[src/rtl/mbm_pkg.sv]
package mbm_pkg;
  localparam int BLK_W  = 6;
  localparam int WAIT_W = 2;

  typedef struct packed {
    logic              video;
    logic              fetch_only;
    logic [WAIT_W-1:0] cycles;
  } wait_rule_t;

  function automatic wait_rule_t lookup_rule(input logic [BLK_W-1:0] b);
    wait_rule_t r;
    r = '{video: 1'b0, fetch_only: 1'b0, cycles: '0};
    if (b[5] == 1'b0) begin
      r.fetch_only = 1'b1; r.cycles = 2'd1;              // main / extended RAM
    end else if (b[4] == 1'b0) begin
      r.video = 1'b1; r.cycles = 2'd1;                   // plane video 20h-2Fh
    end else if (b[3:2] == 2'b00) begin
      r.video = 1'b1; r.cycles = 2'd2;                   // rmw video 30h-33h
    end else if (b[3:2] == 2'b01) begin
      r.fetch_only = 1'b1; r.cycles = 2'd1;              // boot ROM 34h-37h
    end else if (b[3:2] == 2'b11) begin
      r.fetch_only = 1'b1; r.cycles = 2'd1;              // comm ROM 3Ch-3Fh
    end else if (b[1:0] == 2'b00) begin
      r.video = 1'b1; r.cycles = 2'd1;                   // text video 38h
    end else if (b[1:0] == 2'b01) begin
      r.video = 1'b1; r.cycles = 2'd2;                   // pattern block 39h
    end
    return r;                                            // 3Ah/3Bh: no wait
  endfunction
endpackage

[src/rtl/mbm_slot_file.sv]
module mbm_slot_file
  import mbm_pkg::*;
#(
  parameter int SLOT_CNT = 8,
  localparam int SLOT_W = $clog2(SLOT_CNT)
) (
  input  logic              clk,
  input  logic              rst_n,
  input  logic              idx_we,
  input  logic              data_we,
  input  logic              data_re,
  input  logic [BLK_W-1:0]  wdata,
  input  logic [SLOT_W-1:0] idx_wdata,
  input  logic [SLOT_W-1:0] lookup_sel,
  output logic [BLK_W-1:0]  lookup_blk,
  output logic [BLK_W-1:0]  indexed_blk,
  output logic [SLOT_W-1:0] idx_o
);
  logic [SLOT_W-1:0] idx_q;
  logic [BLK_W-1:0]  slot_q [SLOT_CNT];

  always_ff @(posedge clk) begin
    if (!rst_n)                 idx_q <= '0;
    else if (idx_we)            idx_q <= idx_wdata;
    else if (data_we || data_re) idx_q <= idx_q + 1'b1;
  end

  for (genvar n = 0; n < SLOT_CNT; n++) begin : g_slot
    always_ff @(posedge clk) begin
      if (!rst_n)
        slot_q[n] <= BLK_W'(n);
      else if (data_we && (idx_q == SLOT_W'(n)))
        slot_q[n] <= wdata;
    end
  end

  assign lookup_blk  = slot_q[lookup_sel];
  assign indexed_blk = slot_q[idx_q];
  assign idx_o       = idx_q;
endmodule

[src/rtl/mbm_wait_rules.sv]
module mbm_wait_rules
  import mbm_pkg::*;
(
  input  logic [BLK_W-1:0]  blk,
  input  logic              m1,
  output logic [WAIT_W-1:0] cycles,
  output logic              video
);
  wait_rule_t rule;
  always_comb begin
    rule   = lookup_rule(blk);
    video  = rule.video;
    cycles = (rule.fetch_only && !m1) ? '0 : rule.cycles;
  end
endmodule

[src/rtl/mbm_wait_seq.sv]
module mbm_wait_seq
  import mbm_pkg::*;
(
  input  logic              clk,
  input  logic              rst_n,
  input  logic              start,
  input  logic              need_hold,
  input  logic [WAIT_W-1:0] cycles,
  input  logic              disp_active,
  output logic              busy,
  output logic              holding
);
  typedef enum logic [1:0] {ST_IDLE, ST_HOLD, ST_COUNT} st_e;
  st_e               st_q;
  logic [WAIT_W-1:0] cnt_q;

  always_ff @(posedge clk) begin
    if (!rst_n) begin
      st_q  <= ST_IDLE;
      cnt_q <= '0;
    end else begin
      case (st_q)
        ST_IDLE: if (start) begin
          cnt_q <= cycles;
          if (need_hold)          st_q <= ST_HOLD;
          else if (cycles != '0)  st_q <= ST_COUNT;
        end
        ST_HOLD: if (!disp_active) begin
          st_q <= (cnt_q != '0) ? ST_COUNT : ST_IDLE;
        end
        ST_COUNT: begin
          cnt_q <= cnt_q - 1'b1;
          if (cnt_q <= WAIT_W'(1)) st_q <= ST_IDLE;
        end
        default: st_q <= ST_IDLE;
      endcase
    end
  end

  assign busy    = (st_q != ST_IDLE);
  assign holding = (st_q == ST_HOLD);
endmodule

[src/rtl/mem_bank_mapper.sv]
module mem_bank_mapper
  import mbm_pkg::*;
#(
  parameter int ADDR_W   = 16,
  parameter int SLOT_CNT = 8,
  parameter int DATA_W   = 8
) (
  input  logic              clk,
  input  logic              rst_n,
  input  logic              reg_idx_we,
  input  logic              reg_data_we,
  input  logic              reg_data_re,
  input  logic [DATA_W-1:0] reg_wdata,
  output logic [DATA_W-1:0] reg_rdata,
  input  logic              acc_valid,
  output logic              acc_ready,
  input  logic [ADDR_W-1:0] acc_addr,
  input  logic              acc_m1,
  input  logic              disp_active,
  output logic [BLK_W-1:0]  phys_blk,
  output logic [ADDR_W-$clog2(SLOT_CNT)-1:0] phys_off,
  output logic              wait_req,
  output logic              vid_hold
);
  localparam int SLOT_W = $clog2(SLOT_CNT);
  localparam int OFF_W  = ADDR_W - SLOT_W;

  logic [SLOT_W-1:0] idx_q;
  logic [BLK_W-1:0]  indexed_blk;
  logic [WAIT_W-1:0] cls_cycles;
  logic              cls_video;
  logic              busy;
  logic              unused_wdata_hi;

  assign unused_wdata_hi = ^reg_wdata[DATA_W-1:BLK_W];

  mbm_slot_file #(.SLOT_CNT(SLOT_CNT)) u_slots (
    .clk        (clk),
    .rst_n      (rst_n),
    .idx_we     (reg_idx_we),
    .data_we    (reg_data_we),
    .data_re    (reg_data_re),
    .wdata      (reg_wdata[BLK_W-1:0]),
    .idx_wdata  (reg_wdata[SLOT_W-1:0]),
    .lookup_sel (acc_addr[ADDR_W-1 -: SLOT_W]),
    .lookup_blk (phys_blk),
    .indexed_blk(indexed_blk),
    .idx_o      (idx_q)
  );

  mbm_wait_rules u_rules (
    .blk   (phys_blk),
    .m1    (acc_m1),
    .cycles(cls_cycles),
    .video (cls_video)
  );

  mbm_wait_seq u_seq (
    .clk        (clk),
    .rst_n      (rst_n),
    .start      (acc_valid && acc_ready),
    .need_hold  (cls_video && disp_active),
    .cycles     (cls_cycles),
    .disp_active(disp_active),
    .busy       (busy),
    .holding    (vid_hold)
  );

  assign phys_off  = acc_addr[OFF_W-1:0];
  assign reg_rdata = {{(DATA_W-BLK_W){1'b0}}, indexed_blk};
  assign wait_req  = busy;
  assign acc_ready = !busy;
endmodule

[config.mk]
export PLATFORM = sky130hd
export DESIGN_NAME = mem_bank_mapper
export DESIGN_NICKNAME = d
export VERILOG_FILES = /design/src/rtl/mbm_pkg.sv /design/src/rtl/mbm_slot_file.sv /design/src/rtl/mbm_wait_rules.sv /design/src/rtl/mbm_wait_seq.sv /design/src/rtl/mem_bank_mapper.sv
export SDC_FILE = /design/constraint.sdc
export NUM_CORES = 1
export LEC_CHECK = 0
export ABC_AREA = 1
export BUFFER_PORTS_ARGS = -buffer_cell sky130_fd_sc_hd__buf_2
export CORE_ASPECT_RATIO = 0.5
export CORE_MARGIN = 5
export CORE_UTILIZATION = 30
export DETAILED_ROUTE_END_ITERATION = 8
export GPL_TIMING_DRIVEN = 0
export SYNTH_ARGS = -nofsm -noshare
export SYNTH_HDL_FRONTEND = slang
export SYNTH_SLANG_ARGS = --single-unit
[constraint.sdc]
create_clock -name clk -period 1.5 [get_ports clk]
set_input_delay 0.375 -clock clk [delete_from_list [all_inputs] [get_ports clk]]
set_output_delay 0.375 -clock clk [all_outputs]
set_load 0.02 [all_outputs]
* Word level (Yosys, flattened, before mapping) *
Memory sizes are Yosys's and may differ from the RTL's. A register that Yosys moved wholly into a read port is not among the register bits.
Cells that the tools add are included.

word-level totals
  register bits = 7
  memory bits (writable) = 48
  input bits = 32
  output and inout port bits = 30
  logic and storage cells = 120
  memories kept = 1

memories
  memory          words  width  read ports  clocked after Yosys merged registers in  write ports  line                 RTL
  u_slots.slot_q  8      6      2           1                                        8            mbm_slot_file.sv:20  logic [BLK_W-1:0] slot_q [SLOT_CNT];

operators by class
  $add $sub $neg = 2
  order comparisons = 1
  eq/ne operators = 16
  multiplexer cells = 64
  bitwise operators = 8
  reduce and logical (&&, ||, !) cells = 25

operators with widths
  operator               number
  $mux W6                8
  $mux W1                35
  $mux W2                13
  $mux W3                6
  $eq A3 B3 Y1 const B   4
  $logic_and A1 B1 Y1    11
  $reduce_bool A2 Y1     5
  $or A1 B1 Y1           8
  $eq A2 B1 Y1 const B   3
  $eq A3 B2 Y1 const B   2
  $logic_not A2 Y1       3
  $pmux W2 S3            1
  $eq A2 B2 Y1 const B   2
  $ne A2 B1 Y1 const B   2
  $pmux W2 S2            1
  $reduce_and A4 Y1      1
  $add A3 B1 Y3 const B  1
  $eq A3 B1 Y1 const B   1
  $logic_not A3 Y1       1
  $ne A3 B1 Y1 const B   1
  $le A2 B1 Y1 const B   1
  $logic_not A1 Y1       2
  $ne A2 B2 Y1 const B   1
  $reduce_and A2 Y1      1
  2 further kinds        2

* Longest topological paths before layout *
Gate-level depths: netlist (run 1).
An unclocked memory read counts as a cell.

  depth in word-level cells = 16
  mapped depth = 13
  gate-level depth less buffers = 13

* By module *
From an unflattened synthesis (run 1), not the netlist that was laid out.

unflattened totals
  cells, all modules = 526
  area, all modules = 3,777.4 µm²

modules (own cells, without submodules)
  module           instances  cells an instance  area an instance (µm²)  seq. area each (µm²)
  mbm_slot_file    1          444                3,288.2                 1,561.5
  mbm_wait_seq     1          44                 279.0                   80.1
  mem_bank_mapper  1          21                 137.6                   0.0
  mbm_wait_rules   1          17                 72.6                    0.0

* Worst setup path after synthesis (run 1) *
OpenSTA, ideal clock, no wires.

  path kind = flip-flop to output port
  start point = reg with a tool-made name
  end point = out reg_rdata[0]
  data arrival time = 1.412 ns
  data required time = 1.125 ns
  setup slack = -0.287 ns
  stages on the path, launching flop included = 7
  buffers on the path = 2
  cells stage by stage = dfxtp_1 -> clkbuf_1 -> inv_2 -> clkbuf_1 -> a21oi_1 -> o21ai_0 -> a31oi_1

RTL lines
  what           line                   RTL
  end, declared  mem_bank_mapper.sv:14  output logic [DATA_W-1:0] reg_rdata,

==> reports/metrics.csv, run 1 <==
metric,value,unit
status,"complete, but fails checks",
failing checks,negative setup slack,
fraction of layout cells with a size suffix above 1,36.72,%
Finished Layout Cells,707,
post-layout util,42.04,%
Ports,62,
Relative slew margins,48.47,%
Final min period,1.991,ns
"Setup violations, final",24,
"crit path setup slack, layout",-0.4909,ns
die width,163.4,µm
drt total wl,10570,µm
PortBufs,43,
Max Clock Skew,0.01078,ns
synth warn,0,
worst r2r dst,u_seq.st_q[1],
pin count of the biggest net entering global routing,11,
H-tree Lvls,3,
number of diodes,0,
Worst Hold Endpoint,u_seq.st_q[0],
CP Max Fanout,8,
first-pass GRT wire length,15920,µm
Skew-Pair Late Insertion Delay,0.33,ns
Synth-to-Final Area Change,38.91,%
Num CTS Buffers,9,
GRT overflow,0,
Crit. End Element,primary output,
"CTS clk-pin slew, worst paths",0.06,ns
maximum vdd drop,0.5265,mV
TritonCTS clock tree,done,
Peak Freq,502.3,MHz
Post-Synthesis Cells,467,
CTS max path bufs,2,
sequential element share of the synthesized area,46.49,%
"Top FF cell, synth",edfxtp_1,
GRT Total Usage,14.65,%
"Hold Vio Cnt, Final",0,
R2R setup slack,-0.07,ns
Worst Path Arrival,1.62,ns
Residual DRC,0,
DP HPWL,7765,µm
worst hold path depth,3,
unrepaired setup endpoints after global routing,yes,
Vias,3328,
Die Span Y,86.72,µm
ys async rst share,0,%
storage element area,1649,µm²
DRT iter0 DRCs,323,
HP Class,in -> reg,
fin nets,577,
leakage,2.175,nW
maxcap violations,0,
clk root buf,clkbuf_16,
cell area after synthesis,3531,µm²
GP Congestion,0.9043,
wire length per cell,14.95,µm
CP Launch Type,register,
Post-synth EDFFs,48,
Hold Path Origin,disp_active,
Seq cells post-synth,58,
area occupied by multi-input gates,1750,µm²
Least-Margin Pin Slew,0.7730,ns
crit share post-route,132.7,%
num rows,28,
R2R depth,14,
initial antenna violation count,0,
Cell Pwr Density,1004,nW/µm²
worst reg2reg startpoint,u_slots.slot_q[5][4],
WS Path Type,reg -> out,
Yosys cell types,25,
number of global-route vias before repair,3146,
post-DR vias/cell,4.707,
Fill cells,1155,
Die Footprint,14170,µm²
"Req. time, crit path",1.12,ns
drt pass-1 iters,5,
Cells after DPL,676,
mean post-synth cell area,7.561,µm²
total power,4.923,mW
initial core utilization,30.27,%
Max Slew Vio Count,0,
core area,11670,µm²
# clock sinks,58,
Routed Antenna Nets,0,
-- kinds of logic after synthesis --
logic type / synth area share [%]
compound gates: 10.52
mux: 0.3189
other cells: 0.1062
simple gates: 25.97
fa+ha+maj: 2.835
flops: 46.49
buf+inv: 13.75
-- sequential cells by signal, indices dropped and copies added (netlist names), named ones only --
signal / flops
u_slots.idx_o: 3
u_seq.st_q: 2
u_seq.cnt_q: 2
u_slots.slot_q: 48
-- power breakdown --
part / switching, mW / internal [mW]
Clock: 0.718 / 1.10
Sequential: 0.0710 / 1.84
Combinational: 0.714 / 0.481
-- synthesized netlist by cell type, types with 2 or more instances --
cell type	number	share of area [%]
nand2_2	2	0.35
buf_4	18	3.8
inv_1	71	7.5
buf_6	3	0.96
a31oi_1	7	1.2
a21oi_1	21	3.0
nand2_1	117	12
nor3_1	4	0.57
nor2_1	66	7.0
a211oi_1	4	0.85
o21ai_0	26	3.7
ha_1	8	2.8
dfxtp_1	10	5.7
nand4_1	2	0.35
nand3_1	37	5.2
a221oi_1	5	1.2
edfxtp_1	48	41
clkbuf_1	9	0.96
inv_2	3	0.32
-- metrics by stage --
step | instance area, µm² | hold WS [ns] | TNS (ns) | worst slack (ns)
floorplan | 3675 | 0.5012 | -0.01669 | -0.01669
global placement | 4096 | 0.5248 | -14.51 | -0.3842
detailed placement | 4096 | 0.5339 | -15.93 | -0.3875
CTS | 4698 | 0.3141 | -3.858 | -0.4737
global route | 4905 | 0.3324 | -7.070 | -0.5234
finish | 4905 | 0.3278 | -4.170 | -0.4909
-- worst max path at each step --
stage,startpoint,cells past startpoint,endpoint
2_1_floorplan,register,6,reg_rdata[0]
3_3_place_gp,register,6,reg_rdata[3]
3_5_place_dp,register,6,reg_rdata[3]
4_1_cts,register,7,reg_rdata[2]
5_1_grt,register,7,reg_rdata[5]
6_report,register,6,reg_rdata[1]
-- critical path, stage by stage, from the launching register on --
cell	delay (ns)
dfxtp_4	0.42
inv_8	0.06
nand2_1	0.05
o21ai_0	0.14
a221oi_2	0.37
a31oi_2	0.06
buf_4	0.17
-- per-layer routing --
| metal | track usage [%] | vias to the layer above | share of wire (%) |
|---|---|---|---|
| met5 | 0 | - | 0 |
| met4 | 6.164 | 0 | 3.2 |
| met3 | 4.323 | 29 | 9.4 |
| met2 | 22.26 | 147 | 42 |
| met1 | 19.62 | 1519 | 45 |
| li1 | - | 1633 | - |
-- placed cells by master (no fill, tap or decap), drive strengths merged, types with 8 or more instances in the layout --
master | netlist | routed
ha | 8 | 8
o21ai | 27 | 27
dfxtp | 10 | 10
a21oi | 21 | 21
nand2 | 119 | 119
edfxtp | 48 | 48
buf | 22 | 82
nor2 | 66 | 66
nand3 | 37 | 37
inv | 74 | 74
clkbuf | 9 | 17
-- final cells by class --
type,count,area share [%]
multi-input cells,305,35.69
inverters,74,6.224
repair buffers,58,8.571
plain buffers,31,6.327
clock inverters,6,0.6888
clock buffers,10,4.668
flip-flops and latches,58,33.62
well taps,165,4.209
-- repair_timing --
action	4_1_cts	5_1_grt
setup buffers	9	3
endpoints found under the setup margin	36	47
pin swaps	24	27
cloned	3	0
gates resized for setup	72	69
endpoints found under the hold margin	0	0
hold buffers	0	0
No activity file was read; power rests on OpenSTA's default activity.
==> inputs of run 2 (changes only) <==
- CORE_UTILIZATION: 30 -> 40
==> reports/metrics.csv, run 2 (same netlist as run 1, synthesis figures left out) <==
metric,value,unit
unrepaired setup endpoints after global routing,yes,
Fill cells,802,
Crit. End Element,primary output,
HP Class,in -> reg,
Max Slew Vio Count,0,
crit share post-route,130.1,%
Synth-to-Final Area Change,37.07,%
Num CTS Buffers,9,
"commonest non-fill, non-tap cell in the layout",nand2_1,
post-DR vias/cell,5.020,
PortBufs,43,
Vias,3298,
Cell Pwr Density,1027,nW/µm²
"commonest cells after routing, fill and taps aside","nand2_1 (101), nor2_1 (61), inv_1 (57)",
# clock sinks,58,
CTS max path bufs,2,
"Hold Vio Cnt, Final",0,
CP Launch Type,register,
GRT overflow,0,
Peak Freq,512.2,MHz
Least-Margin Pin Slew,0.7385,ns
maximum vdd drop,0.6239,mV
"Setup violations, final",13,
maxcap violations,0,
clk root buf,clkbuf_16,
pin count of the biggest net entering global routing,11,
failing checks,negative setup slack,
H-tree Lvls,3,
GP Congestion,0.8782,
DRT iter0 DRCs,279,
GRT Total Usage,19.25,%
"Req. time, crit path",1.12,ns
num rows,24,
R2R setup slack,-0.07,ns
number of diodes,0,
status,"complete, but fails checks",
Ports,62,
wire length per cell,16.02,µm
Die Footprint,10920,µm²
fraction of layout cells with a size suffix above 1,34.81,%
initial core utilization,40.83,%
core area,8648,µm²
"crit path setup slack, layout",-0.4522,ns
total power,4.971,mW
Worst Path Arrival,1.58,ns
Routed Antenna Nets,0,
number of global-route vias before repair,2992,
first-pass GRT wire length,16100,µm
CP Max Fanout,7,
leakage,2.174,nW
WS Path Type,reg -> out,
setup tns final,-3.855,ns
Relative slew margins,50.77,%
die width,142.9,µm
drt total wl,10530,µm
Skew-Pair Late Insertion Delay,0.33,ns
Residual DRC,0,
initial antenna violation count,0,
DP HPWL,7878,µm
largest register by flop count,u_slots.slot_q,
"CTS clk-pin slew, worst paths",0.06,ns
fin nets,575,
drt pass-1 iters,5,
Max Clock Skew,0.008298,ns
max reg flops,48,
Die Span Y,76.44,µm
TritonCTS clock tree,done,
Final min period,1.952,ns
## run 2: power breakdown
group,switching (mW),internal [mW],total [mW]
logic,0.693,0.473,1.17
clock network,0.738,1.15,1.89
registers,0.0755,1.84,1.92
## run 2: final timing paths
check                           cells after the start       endpoint            startpoint
worst min-delay path                                3  u_seq.st_q[0]           disp_active
worst min register to register                      2       register      u_slots.idx_o[1]
worst max register to register                     12  u_seq.st_q[1]  u_slots.slot_q[0][0]
worst max-delay path                                6   reg_rdata[5]              register
## run 2: worst max-delay path, cell delays in order, from the launching register on
cell and delay (ns):
dfxtp_4 0.42, clkbuf_8 0.16, o21ai_0 0.07, o22ai_1 0.18, nor2_1 0.08, a31oi_2 0.17, buf_4 0.17
## run 2: final cells by class
type	count	area [µm²]	area share, %
Inverter	74	305.3	6.308
Sequential cell	58	1649	34.07
Buffer	31	307.8	6.360
Timing Repair Buffer	56	407.9	8.428
Tap cell	117	146.4	3.025
Multi-Input combinational cell	305	1750	36.17
Clock inverter	5	30.03	0.6205
Clock buffer	11	242.7	5.016
## run 2: stage by stage
step / hold slack, ns / util, % / area [µm²] / std cells / setup WS [ns]
2_1_floorplan: 0.5012 / - / 3675 / 468 / -0.01669
3_3_place_gp: 0.5274 / 46.67 / 4036 / 628 / -0.3686
5_1_grt: 0.3601 / 55.96 / 4840 / 657 / -0.4894
6_report: 0.3383 / 55.96 / 4840 / 657 / -0.4522
4_1_cts: 0.3301 / 53.79 / 4652 / 654 / -0.4416
3_5_place_dp: 0.5530 / 46.67 / 4036 / 628 / -0.3555
## run 2: timing repair
item | in CTS | in global routing
pin swaps | 20 | 24
cloned | 3 | 0
hold buffers | 0 | 0
setup buffers | 7 | 3
gates resized for setup | 69 | 53
endpoints found under the setup margin | 37 | 64
## run 2: routing by layer
metal | global-route usage, % | routed length (µm) | vias up
li1 | - | - | 1629
met1 | 29.46 | 4950 | 1501
met2 | 27.01 | 4271 | 152
met3 | 4.514 | 1157 | 16
met4 | 4.744 | 149 | 0
met5 | 0 | 0 | -
